$ cat src/rtl/sf_pkg.sv
package sf_pkg;

  typedef enum logic [1:0] {
    RM_SINGLE = 2'b00,
    RM_ADAPT  = 2'b01,
    RM_DIST   = 2'b10,
    RM_RSVD   = 2'b11
  } route_mode_e;

  typedef enum logic [1:0] {
    DR_NONE    = 2'b00,
    DR_SELF    = 2'b01,
    DR_TIMEOUT = 2'b10
  } drop_rsn_e;

  typedef enum logic [1:0] {
    ST_IDLE = 2'b00,
    ST_WAIT = 2'b01,
    ST_FWD  = 2'b10,
    ST_DROP = 2'b11
  } flt_state_e;

  localparam int CHAR_W = 9;

  // End marker: control flag set and low byte 0x00 (normal) or 0x01 (error)
  function automatic logic is_end_mark(input logic [CHAR_W-1:0] c);
    return c[CHAR_W-1] && (c[CHAR_W-2:1] == '0);
  endfunction

endpackage

$ cat src/rtl/sf_self_chk.sv
module sf_self_chk
  import sf_pkg::*;
#(
  parameter int NPORTS = 8,
  localparam int PW = $clog2(NPORTS)
) (
  input  logic [1:0]        mode,
  input  logic [PW-1:0]     src_port,
  input  logic [PW-1:0]     sel_port,
  input  logic [NPORTS-1:0] dest_map,
  input  logic              sa_en,
  output logic [NPORTS-1:0] need_map,
  output logic              self_hit
);

  logic [NPORTS-1:0] sel_hot;
  logic [NPORTS-1:0] src_hot;

  for (genvar g = 0; g < NPORTS; g++) begin : g_dec
    assign sel_hot[g] = (sel_port == PW'(g));
    assign src_hot[g] = (src_port == PW'(g));
  end

  // Distribution uses the whole list; the other modes use the one chosen port
  always_comb begin
    if (mode == RM_DIST) need_map = dest_map;
    else                 need_map = sel_hot;
  end

  assign self_hit = !sa_en && (|(need_map & src_hot));

endmodule

$ cat src/rtl/sf_stall_timer.sv
module sf_stall_timer #(
  parameter int NPORTS = 8,
  parameter int TMR_W  = 8
) (
  input  logic              clk,
  input  logic              rst,
  input  logic              start,
  input  logic              active,
  input  logic [NPORTS-1:0] mask_in,
  input  logic [NPORTS-1:0] link_run,
  input  logic [TMR_W-1:0]  limit,
  output logic              all_run,
  output logic              expired
);

  logic [NPORTS-1:0] mask_q;
  logic [TMR_W-1:0]  cnt_q;

  always_ff @(posedge clk) begin
    if (rst) begin
      mask_q <= '0;
      cnt_q  <= '0;
    end else if (start) begin
      mask_q <= mask_in;
      cnt_q  <= '0;
    end else if (active && !expired) begin
      cnt_q  <= cnt_q + 1'b1;
    end
  end

  assign all_run = ~|(mask_q & ~link_run);
  assign expired = (cnt_q == limit);

endmodule

$ cat src/rtl/sf_pkt_fsm.sv
module sf_pkt_fsm
  import sf_pkg::*;
(
  input  logic              clk,
  input  logic              rst,
  input  logic              hdr_valid,
  input  logic              self_hit,
  input  logic              stall_now,
  input  logic              all_run,
  input  logic              expired,
  input  logic              in_valid,
  input  logic [CHAR_W-1:0] in_data,
  input  logic              out_ready,
  output flt_state_e        st_q,
  output drop_rsn_e         rsn_q,
  output logic              start_tmr,
  output logic              in_ready,
  output logic              out_valid
);

  flt_state_e st_d;
  drop_rsn_e  rsn_d;
  logic       mark;

  assign mark = is_end_mark(in_data);

  always_comb begin
    st_d      = st_q;
    rsn_d     = rsn_q;
    start_tmr = 1'b0;
    case (st_q)
      ST_IDLE: begin
        if (hdr_valid) begin
          if (self_hit) begin
            st_d  = ST_DROP;
            rsn_d = DR_SELF;
          end else if (stall_now) begin
            st_d      = ST_WAIT;
            start_tmr = 1'b1;
          end else begin
            st_d  = ST_FWD;
            rsn_d = DR_NONE;
          end
        end
      end
      ST_WAIT: begin
        if (all_run) begin
          st_d  = ST_FWD;
          rsn_d = DR_NONE;
        end else if (expired) begin
          st_d  = ST_DROP;
          rsn_d = DR_TIMEOUT;
        end
      end
      ST_FWD: begin
        if (in_valid && out_ready && mark) st_d = ST_IDLE;
      end
      ST_DROP: begin
        if (in_valid && mark) begin
          st_d  = ST_IDLE;
          rsn_d = DR_NONE;
        end
      end
      default: st_d = ST_IDLE;
    endcase
  end

  always_ff @(posedge clk) begin
    if (rst) begin
      st_q  <= ST_IDLE;
      rsn_q <= DR_NONE;
    end else begin
      st_q  <= st_d;
      rsn_q <= rsn_d;
    end
  end

  always_comb begin
    case (st_q)
      ST_FWD:  in_ready = out_ready;
      ST_DROP: in_ready = 1'b1;
      default: in_ready = 1'b0;
    endcase
  end

  assign out_valid = (st_q == ST_FWD) && in_valid;

endmodule

$ cat src/rtl/selfaddr_filter.sv
module selfaddr_filter
  import sf_pkg::*;
#(
  parameter int NPORTS = 8,
  parameter int TMR_W  = 8,
  localparam int PW = $clog2(NPORTS)
) (
  input  logic              clk,
  input  logic              rst,
  input  logic              sa_en_init,
  input  logic              sa_wr,
  input  logic              sa_wr_val,
  input  logic              hdr_valid,
  input  logic [1:0]        route_mode,
  input  logic [PW-1:0]     src_port,
  input  logic [PW-1:0]     out_port,
  input  logic [NPORTS-1:0] dest_map,
  input  logic [NPORTS-1:0] link_run,
  input  logic [NPORTS-1:0] timer_en,
  input  logic [TMR_W-1:0]  timeout_limit,
  input  logic              in_valid,
  input  logic [8:0]        in_data,
  output logic              in_ready,
  output logic              out_valid,
  output logic [8:0]        out_data,
  input  logic              out_ready,
  output logic              verdict_fwd,
  output logic              verdict_drop,
  output logic [1:0]        drop_reason,
  output logic              drop_strobe
);

  logic              sa_en_q;
  logic [NPORTS-1:0] need_map;
  logic              self_hit;
  logic              stall_now;
  logic              start_tmr;
  logic              all_run;
  logic              expired;
  logic              waiting;
  logic              idle;
  flt_state_e        st_q;
  drop_rsn_e         rsn_q;

  // Enable bit: reset value from a pin, later changed by the write strobe
  always_ff @(posedge clk) begin
    if (rst)        sa_en_q <= sa_en_init;
    else if (sa_wr) sa_en_q <= sa_wr_val;
  end

  sf_self_chk #(.NPORTS(NPORTS)) self_i (
    .mode     (route_mode),
    .src_port (src_port),
    .sel_port (out_port),
    .dest_map (dest_map),
    .sa_en    (sa_en_q),
    .need_map (need_map),
    .self_hit (self_hit)
  );

  assign stall_now = |(need_map & timer_en & ~link_run);

  sf_stall_timer #(.NPORTS(NPORTS), .TMR_W(TMR_W)) tmr_i (
    .clk      (clk),
    .rst      (rst),
    .start    (start_tmr),
    .active   (waiting),
    .mask_in  (need_map & timer_en),
    .link_run (link_run),
    .limit    (timeout_limit),
    .all_run  (all_run),
    .expired  (expired)
  );

  sf_pkt_fsm fsm_i (
    .clk       (clk),
    .rst       (rst),
    .hdr_valid (hdr_valid),
    .self_hit  (self_hit),
    .stall_now (stall_now),
    .all_run   (all_run),
    .expired   (expired),
    .in_valid  (in_valid),
    .in_data   (in_data),
    .out_ready (out_ready),
    .st_q      (st_q),
    .rsn_q     (rsn_q),
    .start_tmr (start_tmr),
    .in_ready  (in_ready),
    .out_valid (out_valid)
  );

  assign waiting      = (st_q == ST_WAIT);
  assign idle         = (st_q == ST_IDLE);
  assign verdict_fwd  = (st_q == ST_FWD);
  assign verdict_drop = (st_q == ST_DROP);
  assign drop_reason  = rsn_q;
  assign drop_strobe  = verdict_drop && in_valid;
  assign out_data     = in_data;

endmodule

$ cat config.mk
export PLATFORM = sky130hd
export DESIGN_NAME = selfaddr_filter
export DESIGN_NICKNAME = d
export VERILOG_FILES = /design/src/rtl/sf_pkg.sv /design/src/rtl/sf_self_chk.sv /design/src/rtl/sf_stall_timer.sv /design/src/rtl/sf_pkt_fsm.sv /design/src/rtl/selfaddr_filter.sv
export SDC_FILE = /design/constraint.sdc
export NUM_CORES = 1
export LEC_CHECK = 0
export BUFFER_PORTS_ARGS = -buffer_cell sky130_fd_sc_hd__buf_2
export CORE_UTILIZATION = 30
export DETAILED_ROUTE_END_ITERATION = 8
export GPL_ROUTABILITY_DRIVEN = 0
export PLACE_DENSITY = 0.62
export SETUP_SLACK_MARGIN = 0.05
export SYNTH_ARGS = -nofsm -noshare
export SYNTH_HDL_FRONTEND = slang
export SYNTH_SLANG_ARGS = --single-unit
export TNS_END_PERCENT = 100
$ cat constraint.sdc
create_clock -name clk -period 3 [get_ports clk]
set_input_delay 0.75 -clock clk [delete_from_list [all_inputs] [get_ports clk]]
set_output_delay 0.75 -clock clk [all_outputs]
set_load 0.02 [all_outputs]
Word-level counts from Yosys, hierarchy flattened

Index checks and enable logic that the tools add are counted.

Register bits after elaboration: 21
Input port bits: 57
Output and inout bits: 16
Word-level logic and storage cells: 79

$add $sub $neg: 1
Eq/ne operators: 24
Muxes and demuxes: 22
Bitwise operators: 5
Reduce and logical (&&, ||, !) cells: 22

Operators with widths:

| kind                                                                     | count |
|---|---|
| 8-bit bitwise AND                                                        | 4 |
| 3-bit equality test (second input constant)                              | 8 |
| 2-bit 2-to-1 mux                                                         | 12 |
| 8-bit OR reduction                                                       | 3 |
| 3-bit by 2-bit equality test with 1-bit output (second input constant)   | 4 |
| 8-bit by 1-bit adder with 8-bit output (second input constant)           | 1 |
| 8-bit equality test                                                      | 1 |
| 1-bit logical AND                                                        | 8 |
| 8-bit 2-to-1 mux                                                         | 1 |
| 8-bit inverter                                                           | 1 |
| 2-bit one-hot mux with 4 select lines                                    | 1 |
| 7-bit logical NOT                                                        | 1 |
| 2-bit equality test (second input constant)                              | 3 |
| 3-bit by 1-bit equality test with 1-bit output (second input constant)   | 2 |
| 3-bit logical NOT                                                        | 2 |
| 1-bit 2-to-1 mux                                                         | 6 |
| 2-bit one-hot mux with 3 select lines                                    | 1 |
| 5-bit AND reduction                                                      | 1 |
| 2-bit by 1-bit inequality test with 1-bit output (second input constant) | 2 |
| 4-bit AND reduction                                                      | 1 |
| 3-bit by 2-bit inequality test with 1-bit output (second input constant) | 1 |
| 3-bit inequality test (second input constant)                            | 1 |
| 3-bit nonzero test                                                       | 1 |
| 2-bit by 1-bit equality test with 1-bit output (second input constant)   | 1 |
| other kinds (6)                                                          | 7 |

Longest topological paths before layout

Gate-level depths: netlist of run 1.

Depth after elaboration: 10
Mapped depth: 8
Mapped depth without buffers: 6

Hierarchy

Synthesis of run 1 repeated with hierarchy kept, for this count alone.

Cells, all modules: 211
Area, all modules: 1,686.6 um^2

Modules (own cells, without submodules):

| module          | times used | cells an instance | area each (um^2) | seq. area each (um^2) |
|---|---|---|---|---|
| sf_stall_timer  | 1          | 100               | 884.6            | 320.3 |
| sf_self_chk     | 1          | 40                | 300.3            | 0.0 |
| sf_pkt_fsm      | 1          | 34                | 266.5            | 80.1 |
| selfaddr_filter | 1          | 37                | 235.2            | 30.0 |

Worst setup path before layout of run 1

OpenSTA, ideal clock, no wires.

Path type: in2reg
Start: input port out_port[1]
End: register fsm_i.st_q[0]
Setup time: 122 ps
Arrival: 2,459 ps
Path slack: 419 ps
Stages on the path: 7
Path buffers: 1
Cells stage by stage: buf_6 > and3b_1 > mux4_2 > a22o_1 > a2111oi_4 > nor2_1 > o311a_1

Word-level cells in the longest chain between the ends: 9
Elaborated cells between the ends (all ways): 19

Ends and longest elaborated chain:

| what                                                                         | line                  | source |
|---|---|---|
| start, declared                                                              | selfaddr_filter.sv:16 | `input logic [PW-1:0] out_port,` |
| 3-bit by 1-bit equality test with 1-bit output, or another cell as far along | sf_self_chk.sv:20     | `assign sel_hot[g] = (sel_port == PW'(g));` |
| 8-bit 2-to-1 mux *                                                           | sf_self_chk.sv:26     | `if (mode == RM_DIST) need_map = dest_map;` |
| 8-bit bitwise AND (2 in series)                                              | selfaddr_filter.sv:61 | `assign stall_now = \|(need_map & timer_en & ~link_run);` |
| 8-bit OR reduction                                                           | selfaddr_filter.sv:61 |  |
| 2-bit 2-to-1 mux                                                             | sf_pkt_fsm.sv:37      | `end else if (stall_now) begin` |
| 2-bit 2-to-1 mux *                                                           | sf_pkt_fsm.sv:34      | `if (self_hit) begin` |
| 2-bit 2-to-1 mux *                                                           | sf_pkt_fsm.sv:33      | `if (hdr_valid) begin` |
| 2-bit one-hot mux with 4 select lines *                                      | sf_pkt_fsm.sv:31      | `case (st_q)` |
| end signal, assigned                                                         | sf_pkt_fsm.sv:73      | `st_q <= st_d;` |
| end, declared                                                                | sf_pkt_fsm.sv:14      | `output flt_state_e st_q,` |

Every way passes the cells marked *; elsewhere a longest branch is shown, timed or not. The select of a mux whose other input is x is not followed.
A chain may end at the register's enable or synchronous reset.

Final worst setup path of run 1

Start: input port out_port[2]
End: register fsm_i.st_q[0]

Same word-level chain as after synthesis.

==> results.json, run 1 <==
{
  "outcome": "finished, final reports clean",
  "cp_slowest_cell": "mux4_2",
  "clockRootBuffer": "clkbuf_8",
  "path_buf_inv": 1,
  "seq_area_frac_synth_pct": 22.71,
  "cp.required_ps": 3160,
  "wirelength_um": 4808,
  "ant_nets": 0,
  "drc_errors": 0,
  "crit_path_end_kind": "register",
  "antenna_found_initial": 0,
  "synth_fp_nets": 275,
  "wl_per_cell_um": 13.86,
  "cts.sinks": 21,
  "core-area_sq_mm": 0.005991,
  "io_pins": 73,
  "cts_max_level": 1,
  "swShare_pct": 32.83,
  "comb_power_share_pct": 33.7,
  "holdPathStages": 2,
  "grt_use_total_pct": 15.50,
  "dp_cells": 343,
  "tns_ps": 0,
  "async_flop_share_pct": 0,
  "hold_path.class": "register to register",
  "worstSetupPathType": "primary input to register",
  "synth_area_sq_mm": 0.001896,
  "initial_core_util_pct": 31.64,
  "hpwl_um": 3837,
  "max_slew_margin_pct": 67.17,
  "setup_viol": 0,
  "fin_crit_ps": 2514,
  "dr.pass1.iters": 4,
  "postSynthCellCount": 217,
  "fmax_ghz": 0.3979,
  "leakagePower_nw": 1.025,
  "cts_resized": 0,
  "finalCritPeriodShare_pct": 83.78,
  "p_sw_mw": 0.2442,
  "hold_buffers": 0,
  "grt_pass1_vias": 1720,
  "fin_skew_ps": 8.066,
  "slew_violations": 0,
  "crit_start": "out_port[2]",
  "critical_path.max_fanout": 14,
  "die_height_um": 81.49,
  "numPortBuffers": 70,
  "cts_tree": "yes",
  "synth_top_flop_cell": "dfxtp_1",
  "regToRegEndpoint": "tmr_i.cnt_q[2]",
  "rr_worst_depth": 5,
  "cts_setup_buffers": 0,
  "layout-drive-gt1-share_pct": 34.56,
  "avgViaCountPerCell": 5.161,
  "cp-start-kind": "primary input",
  "internal-power_mw": 0.4996,
  "reg2reg_slack_ps": 1270,
  "synth_warnings": 0,
  "holdCritStartpoint": "fsm_i.rsn_q[0]",
  "tightest_slew_ps": 491.4,
  "irDropWorstVdd_v": 0.0001674,
  "die_w_um": 81.49,
  "maxCapViolations": 0,
  "ys_types": 55,
  "holdPathEnd": "fsm_i.rsn_q[0]",
  "grt_max_degree": 32,
  "synth_edf_count": 1,
  "drt_iter0_markers": 41,
  "vias": 1791,
  "path_cells": "buf_2, and3b_1, mux4_2, a22o_1, a2111oi_4, nor2_1, o311a_1",
  "path_delay_family": "compound AO/OA/AOI/OAI gates",
  "n_antenna_cell": 0,
  "ys_ff_latch": 21,
  "gr-total-overflow": 0,
  "ctsLongestPathBuffers": 2,
  "rsz0062_at_grt": "no",
  "clk_latency_ps": 260,
  "num_rows": 28,
  "final_hold_viol_count": 0,
  "dieArea_sq_mm": 0.006641,
  "stdcell_count": 347,
  "area_growth_syn_to_layout_pct": 20.33,
  "clk_pin_slew_ps": 80,
  "p_seq_share_pct": 41.3,
  "p_per_area_mw_per_mm2": 326.1,
  "cts_buffers": 3,
  "power_mw": 0.7438,
  "final_nets": 331,
  "grt_pass1_wl_um": 7852,
  "r2r-start": "fsm_i.st_q[1]",
  "slowest_delay_ps": 460,
  "worstPathArrival_ps": 2670,
  "pwr-share-clk_pct": 25.0,
  "avgSynthCellArea_sq_um": 8.735
}
[synthesized netlist by cell type (4+ instances only)]
cell type / instances / area [sq um]
dfxtp_1: 20 / 400.4
inv_1: 15 / 56.30
xnor2_1: 14 / 122.6
nand2b_1: 13 / 81.33
nand3b_1: 12 / 90.09
and3b_1: 10 / 87.58
mux2i_1: 10 / 100.1
buf_4: 9 / 67.56
nand4_1: 7 / 43.79
a21oi_1: 6 / 30.03
clkbuf_1: 6 / 22.52
nor2_1: 6 / 22.52
o21ai_0: 6 / 30.03
nand2_1: 5 / 18.77
a22oi_1: 4 / 30.03
mux2_2: 4 / 45.04
nor2b_1: 4 / 25.02
nor3b_1: 4 / 30.03
[worst max path at each step]
stage                         end  depth (start not counted)  slack, ps
floorplan           fsm_i.st_q[0]                          7        420
global placement    fsm_i.st_q[0]                          7        240
detailed placement  fsm_i.st_q[0]                          7        200
CTS                 fsm_i.st_q[0]                          7        490
global route        fsm_i.st_q[0]                          7        380
finish              fsm_i.st_q[0]                          7        490
[per-stage QoR]
step	hold slack (ps)	worst slack, ps	instance area [sq um]	utilization [%]
after floorplan	451.5	419.1	1896	-
after global placement	462.8	237.6	2235	37.30
after detailed placement	468.4	201.3	2235	37.30
after CTS	483.0	492.4	2281	38.07
after global routing	516.4	384.8	2281	38.07
final	473.2	486.5	2281	38.07
[power by group through the flow]
stage	clock (mW)	combinational, mW	sequential [mW]
2_1_floorplan	0	0.177	0.304
3_3_place_gp	0	0.249	0.313
3_5_place_dp	0	0.250	0.314
4_1_cts	0.194	0.251	0.307
5_1_grt	0.206	0.277	0.310
6_report	0.186	0.251	0.307
[area by class of cell]
type                    instances  area, sq um
clock inverters                 1        5.005
repair buffers                 72        377.9
well taps                      75        93.84
multi-input cells             160         1276
fillers                       621         3710
inverters                      15        56.30
clock buffers                   3        41.29
flip-flops and latches         21        430.4
[sequential cells by signal, indices dropped and copies added (netlist names)]
register	cells
sa_en_q	1
tmr_i.cnt_q	8
tmr_i.mask_q	8
fsm_i.st_q	2
fsm_i.rsn_q	2
[layer usage]
metal  global-route usage, %  up-vias  part of all wire, %
met5                       0        -                    0
met4                   5.536        0                  1.3
met3                   2.000        4                  4.1
met2                   26.08       43                   47
met1                   20.12      842                   48
li1                        -      902                    -
[logic make-up after synthesis]
kind of cell | count (synthesis) | share of synthesized area [%]
fa+ha+maj | 1 | 0.6600
simple gates | 88 | 31.68
compound gates | 41 | 19.21
xor+xnor | 15 | 6.931
flops | 21 | 22.71
mux | 15 | 8.845
buf+inv | 36 | 9.966
[worst min-delay path: cells and delay by family (launching register included)]
family	cells	cell delay, ps
DFF	1	320
and+or+nand+nor	1	70
AOI/OAI and AO/OA	1	50
[cell usage in the layout, fill, tap and decap left out, types with 2 or more instances in the layout]
cell / instances
a21oi_1: 6
and3b_1: 10
and3_1: 3
o21ai_0: 6
nand3b_1: 12
nor2b_1: 4
mux2i_1: 10
mux2_2: 4
nand4_1: 7
or2_2: 2
a2111oi_4: 3
buf_2: 70
nor3_1: 3
o311a_1: 3
and4_1: 3
nor3b_1: 4
nor2_1: 6
o31ai_1: 2
nor4bb_1: 2
and2_1: 3
a211oi_1: 3
nand2b_1: 13
clkbuf_8: 3
inv_1: 15
dfxtp_1: 20
or3b_2: 3
xnor2_1: 14
nand2_1: 5
a31oi_1: 2
a22oi_1: 4
nand3_1: 3
Power figures use the tool's default switching activity.
==> run 2: changes to the inputs <==
Settings changed: ABC_AREA set to 1, PLACE_DENSITY 0.62 to 0.65.
Clock period 3 ns to 2.3 ns, I/O delays scaled along.
==> run 2 against run 1 <==
Non-clock buffer count did not move. Design area shrank 4.4%. Register-to-register slack lost 670 ps. Sequential share of layout area rose by 0.88 points. Clock power is 38% higher. Worst hold slack better by 13 ps. Synthesized area fell by 7.8%. Flip-flop and latch count stayed put. Via count grew 9.0%. Clock skew down 5.6 ps. Critical endpoint is now tmr_i.mask_q[1].
==> results.json, run 2 <==
{
  "cp.required_ps": 2470,
  "internal-power_mw": 0.7880,
  "crit_path_end_kind": "register",
  "p_sw_mw": 0.5590,
  "cts_max_level": 1,
  "final_cell_mix": "71 x nand2_1, 70 x buf_2, 54 x nor2_1, 39 x inv_1, 35 x nand3_1",
  "area_growth_syn_to_layout_pct": 24.70,
  "cts_buffers": 3,
  "pwr-share-clk_pct": 19.1,
  "io_pins": 73,
  "ys_types": 27,
  "setup_viol": 0,
  "postSynthCellCount": 293,
  "p_seq_share_pct": 35.1,
  "leakagePower_nw": 1.186,
  "cts_setup_buffers": 0,
  "cts_resized": 0,
  "finalCritPeriodShare_pct": 78.02,
  "die_height_um": 78.33,
  "cts.sinks": 21,
  "n_antenna_cell": 0,
  "drc_errors": 0,
  "grt_use_total_pct": 15.10,
  "gr-total-overflow": 0,
  "numPortBuffers": 70,
  "maxCapViolations": 0,
  "dieArea_sq_mm": 0.006136,
  "irDropWorstVdd_v": 0.0002486,
  "fin_crit_ps": 1795,
  "swShare_pct": 41.50,
  "synth_warnings": 0,
  "hpwl_um": 3755,
  "reg_top3": "tmr_i.cnt_q: 8 flops, tmr_i.mask_q: 8 flops",
  "initial_core_util_pct": 31.36,
  "crit_start": "route_mode[0]",
  "grt_pass1_vias": 1714,
  "tightest_slew_ps": 396.1,
  "grt_max_degree": 14,
  "yosys-mux-area-fraction_pct": 0,
  "top_layer": "met4",
  "cts_tree": "yes",
  "drt_iter0_markers": 71,
  "yosysMostFrequentCell": "nand2_1",
  "wl_per_cell_um": 10.30,
  "synth_area_leader_cell": "dfxtp_1",
  "synth_compound_area_share_pct": 4.295,
  "wirelength_um": 4439,
  "critical_path.max_fanout": 8,
  "final_util_pct": 39.10,
  "final_hold_viol_count": 0,
  "synth_top_flop_cell": "dfxtp_1",
  "wl_met2_um": 2141,
  "worstPathArrival_ps": 1970,
  "num_rows": 27,
  "clk_latency_ps": 270,
  "ant_nets": 0,
  "synth_top_cell_area_share_pct": 22.91,
  "clk_pin_slew_ps": 80,
  "layout-drive-gt1-share_pct": 25.63,
  "cp-start-kind": "primary input",
  "fin_skew_ps": 2.507,
  "rsz0062_at_grt": "no",
  "fmax_ghz": 0.5573,
  "grt_pass1_wl_um": 7417,
  "synth.area.top_cells": "dfxtp_1 23%, nand2_1 15%, nor2_1 12%",
  "synth_area_sq_mm": 0.001748,
  "wl_met1_um": 1994,
  "ctsLongestPathBuffers": 2,
  "core-area_sq_mm": 0.005574,
  "tns_ps": 0,
  "vias": 1952,
  "final_common_cell": "nand2_1",
  "antenna_found_initial": 0,
  "synth_fp_nets": 351,
  "seq_area_frac_synth_pct": 24.62,
  "final_nets": 418,
  "holdCritStartpoint": "tmr_i.mask_q[2]",
  "synth_edf_count": 1,
  "slew_violations": 0,
  "synth-xor-area-share_pct": 7.015,
  "hold_buffers": 0,
  "max_slew_margin_pct": 73.56,
  "synth_top_family_by_area": "simple AND/OR/NAND/NOR gates",
  "comb_power_share_pct": 45.8,
  "r2r-start": "fsm_i.st_q[0]",
  "avgViaCountPerCell": 4.529,
  "outcome": "finished, final reports clean",
  "ys_ff_latch": 21,
  "synth_common_cells": "71 x nand2_1, 54 x nor2_1, 39 x inv_1, 35 x nand3_1, 20 x dfxtp_1",
  "die_w_um": 78.33,
  "hold_path.class": "register to register",
  "synth-simple-area-share_pct": 50.47,
  "avgSynthCellArea_sq_um": 5.966,
  "dr.pass1.iters": 5,
  "p_per_area_mw_per_mm2": 618.0,
  "dr_wl_met3_um": 263,
  "async_flop_share_pct": 0,
  "clockRootBuffer": "clkbuf_8",
  "synth_fa_ha_area_share_pct": 0.7158,
  "worstSetupPathType": "primary input to register"
}
-- run 2: logic make-up after synthesis --
kind of cell	after synthesis
AND/OR/NAND/NOR	192
AO/OA/AOI/OAI	14
adder cells (fa/ha/maj)	1
flip-flops	21
buffers and inverters	51
XOR/XNOR	14
-- run 2: layout make-up --
type / instances / area (sq um)
fillers: 634 / 3395
clock inverters: 1 / 6.256
multi-input cells: 221 / 1092
inverters: 41 / 153.9
clock buffers: 3 / 41.29
well taps: 72 / 90.09
flip-flops and latches: 21 / 430.4
repair buffers: 72 / 365.4
-- run 2: metal layers --
layer / up-vias / GRT usage, %
met5: - / 0
met4: 0 / 3.889
met3: 5 / 3.372
met2: 33 / 26.14
met1: 867 / 18.75
li1: 1047 / -
-- run 2: final timing paths --
kind	end	slack [ps]	cells past startpoint
worst max-delay path	tmr_i.mask_q[1]	510	13
worst min register to register	tmr_i.mask_q[2]	490	2
worst min-delay path	tmr_i.mask_q[2]	490	2
worst max register to register	fsm_i.rsn_q[1]	600	11
-- run 2: per-stage QoR --
stage | std cells | worst slack, ps | hold WS, ps | total power, mW | cell area (sq um)
CTS | 431 | 507.9 | 490.3 | 1.362 | 2180
detailed placement | 427 | 211.6 | 475.9 | 1.104 | 2132
global route | 431 | 338.2 | 509.7 | 1.474 | 2180
finish | 431 | 505.5 | 485.8 | 1.347 | 2180
floorplan | 293 | 606.0 | 455.4 | 0.9124 | 1748
global placement | 427 | 242.1 | 469.0 | 1.097 | 2132
-- run 2: critical path, stage by stage --
cell and delay [ps]:
buf_2 110, inv_2 100, nand2_2 110, nand2_1 150, nand4_1 100, nand2_1 80
nor2_1 50, nand2_2 110, nand2_1 90, nor2_2 240, nand3_1 120, nand2_1 80
nor2_1 40
-- run 2: power groups by stage --
stage	Combinational (mW)	Clock [mW]	Sequential, mW
floorplan	0.429	0	0.483
global placement	0.617	0	0.481
global route	0.708	0.283	0.483
CTS	0.624	0.264	0.473
finish	0.617	0.257	0.473
detailed placement	0.623	0	0.481
==> run 3: changes to the inputs <==
Settings changed: ABC_AREA 1 to 0, PLACE_DENSITY 0.65 to 0.62.
Clock period 2.3 ns to 1.68 ns, I/O delays scaled along.
==> run 3 against run 2 <==
The flow now finishes with violations (negative setup slack). Critical path depth down 6. Sequential power up 14%. Combinational power up 7.1%. Wire length up 19%.
==> results.json, run 3 (synthesis gave the netlist of run 1 again) <==
{
  "io_pins": 73,
  "dieArea_sq_mm": 0.006641,
  "violations": "negative setup slack",
  "grt_max_degree": 15,
  "finalCritPeriodShare_pct": 119.7,
  "swShare_pct": 32.08,
  "power_mw": 1.536,
  "p_sw_mw": 0.4928,
  "hold_buffers": 0,
  "final_util_pct": 48.08,
  "cts.sinks": 21,
  "ctsLongestPathBuffers": 2,
  "pwr-share-clk_pct": 21.9,
  "worstPathArrival_ps": 2160,
  "outcome": "finished with violations",
  "rsz0062_at_grt": "yes",
  "num_rows": 28,
  "cts_buffers": 3,
  "die_w_um": 81.49,
  "gr-total-overflow": 0,
  "grt_pass1_wl_um": 8611,
  "numPortBuffers": 70,
  "slew_violations": 0,
  "final_nets": 389,
  "wirelength_um": 5290,
  "maxCapViolations": 0,
  "area_growth_syn_to_layout_pct": 51.95,
  "p_per_area_mw_per_mm2": 533.4,
  "grt_pass1_vias": 1896,
  "die_height_um": 81.49,
  "final_cell_mix": "63 x buf_2, 54 x buf_4, 19 x dfxtp_1, 14 x inv_1, 14 x xnor2_1",
  "fin_crit_ps": 2011,
  "wl_per_cell_um": 13.06,
  "hold_path.class": "primary input to register",
  "cts_tree": "yes",
  "grt_use_total_pct": 16.88,
  "max_slew_margin_pct": 67.14,
  "hpwl_um": 4264,
  "setup_viol": 20,
  "final_hold_viol_count": 0,
  "cp-start-kind": "primary input",
  "fmax_ghz": 0.4972,
  "worstSetupPathType": "primary input to register",
  "irDropWorstVdd_v": 0.0002420,
  "n_antenna_cell": 0,
  "fin_skew_ps": 5.842,
  "avgViaCountPerCell": 4.835,
  "final.setup.worst_slack_ps": -331.2,
  "reg_top3": "tmr_i.cnt_q: 8 flops, tmr_i.mask_q: 8 flops",
  "critical_path.max_fanout": 6,
  "ant_nets": 0,
  "internal-power_mw": 1.043,
  "crit_path_end_kind": "register",
  "dr.pass1.iters": 4,
  "vias": 1958,
  "cts_max_level": 1,
  "drc_errors": 0,
  "tightest_slew_ps": 488.7,
  "clockRootBuffer": "clkbuf_8",
  "cp.required_ps": 1830,
  "tns_ps": -4915,
  "p_seq_share_pct": 35.0,
  "clk_pin_slew_ps": 70,
  "clk_latency_ps": 260,
  "final_common_cell": "buf_2",
  "comb_power_share_pct": 43.0,
  "antenna_found_initial": 0,
  "initial_core_util_pct": 31.64,
  "leakagePower_nw": 1.368,
  "layout-drive-gt1-share_pct": 50.30,
  "drt_iter0_markers": 80,
  "finalInstanceArea_sq_mm": 0.002880,
  "placed_area_sq_mm": 0.002611,
  "core-area_sq_mm": 0.005991
}
-- run 3: cell types whose count changed in the layout (fill, tap and decap cells not counted), sizes merged, moves of 10 or more --
cell,before,now
buf,72,130
inv,42,15
nand3,36,3
mux2i,0,10
nor2,58,6
nand2,77,5
and3b,0,10
nand2b,0,13
-- run 3: what timing repair did --
| action | 4_1_cts | 5_1_grt |
|---|---|---|
| gates resized for setup | 23 | 16 |
| cloned | 1 | 0 |
| pin swaps | 4 | 5 |
| setup buffers | 8 | 3 |
| setup endpoints to repair | 21 | 23 |
| hold endpoints to repair | 0 | 0 |
-- run 3: final timing paths --
path / start / end / slack, ps / cells past startpoint
worst max-delay path: out_port[0] / fsm_i.st_q[0] / -330 / 7
worst min register to register: tmr_i.mask_q[5] / tmr_i.mask_q[5] / 480 / 2
worst min-delay path: sa_wr / sa_en_q / 440 / 2
worst max register to register: fsm_i.st_q[0] / fsm_i.rsn_q[0] / 50 / 7
-- run 3: stage by stage --
step	setup slack, ps	instances	hold WS (ps)
finish	-331.2	405	435.9
global route	-401.6	405	433.9
CTS	-305.2	403	430.2
detailed placement	-771.8	390	469.6
global placement	-700.7	390	461.1
floorplan	-485.3	217	451.5
-- run 3: final cells by class --
| class | count | area, sq um |
|---|---|---|
| Clock buffer | 3 | 41.29 |
| Clock inverter | 1 | 5.005 |
| Fill cell | 571 | 3110 |
| Inverter | 15 | 56.30 |
| Multi-Input combinational cell | 160 | 1346 |
| Sequential cell | 21 | 434.2 |
| Tap cell | 75 | 93.84 |
| Timing Repair Buffer | 130 | 903.4 |
-- run 3: per-layer routing --
metal,vias to the layer above,global-route usage [%],share of wire [%]
met1,891,21.06,45
li1,1020,-,-
met2,41,29.50,51
met3,6,2.444,2.8
met4,0,5.536,1.3
met5,-,0,0
-- run 3: power by group through the flow --
stage	clock network, mW	registers [mW]	logic, mW
finish	0.337	0.538	0.661
CTS	0.350	0.536	0.630
global placement	0	0.547	0.554
floorplan	0	0.543	0.321
detailed placement	0	0.547	0.559
global route	0.380	0.542	0.710
-- run 3: critical path, stage by stage --
cell and delay [ps]:
buf_8 100, and3b_1 180, mux4_2 470, a22o_1 240
a2111oi_4 350, nor2_1 100, o311a_1 290
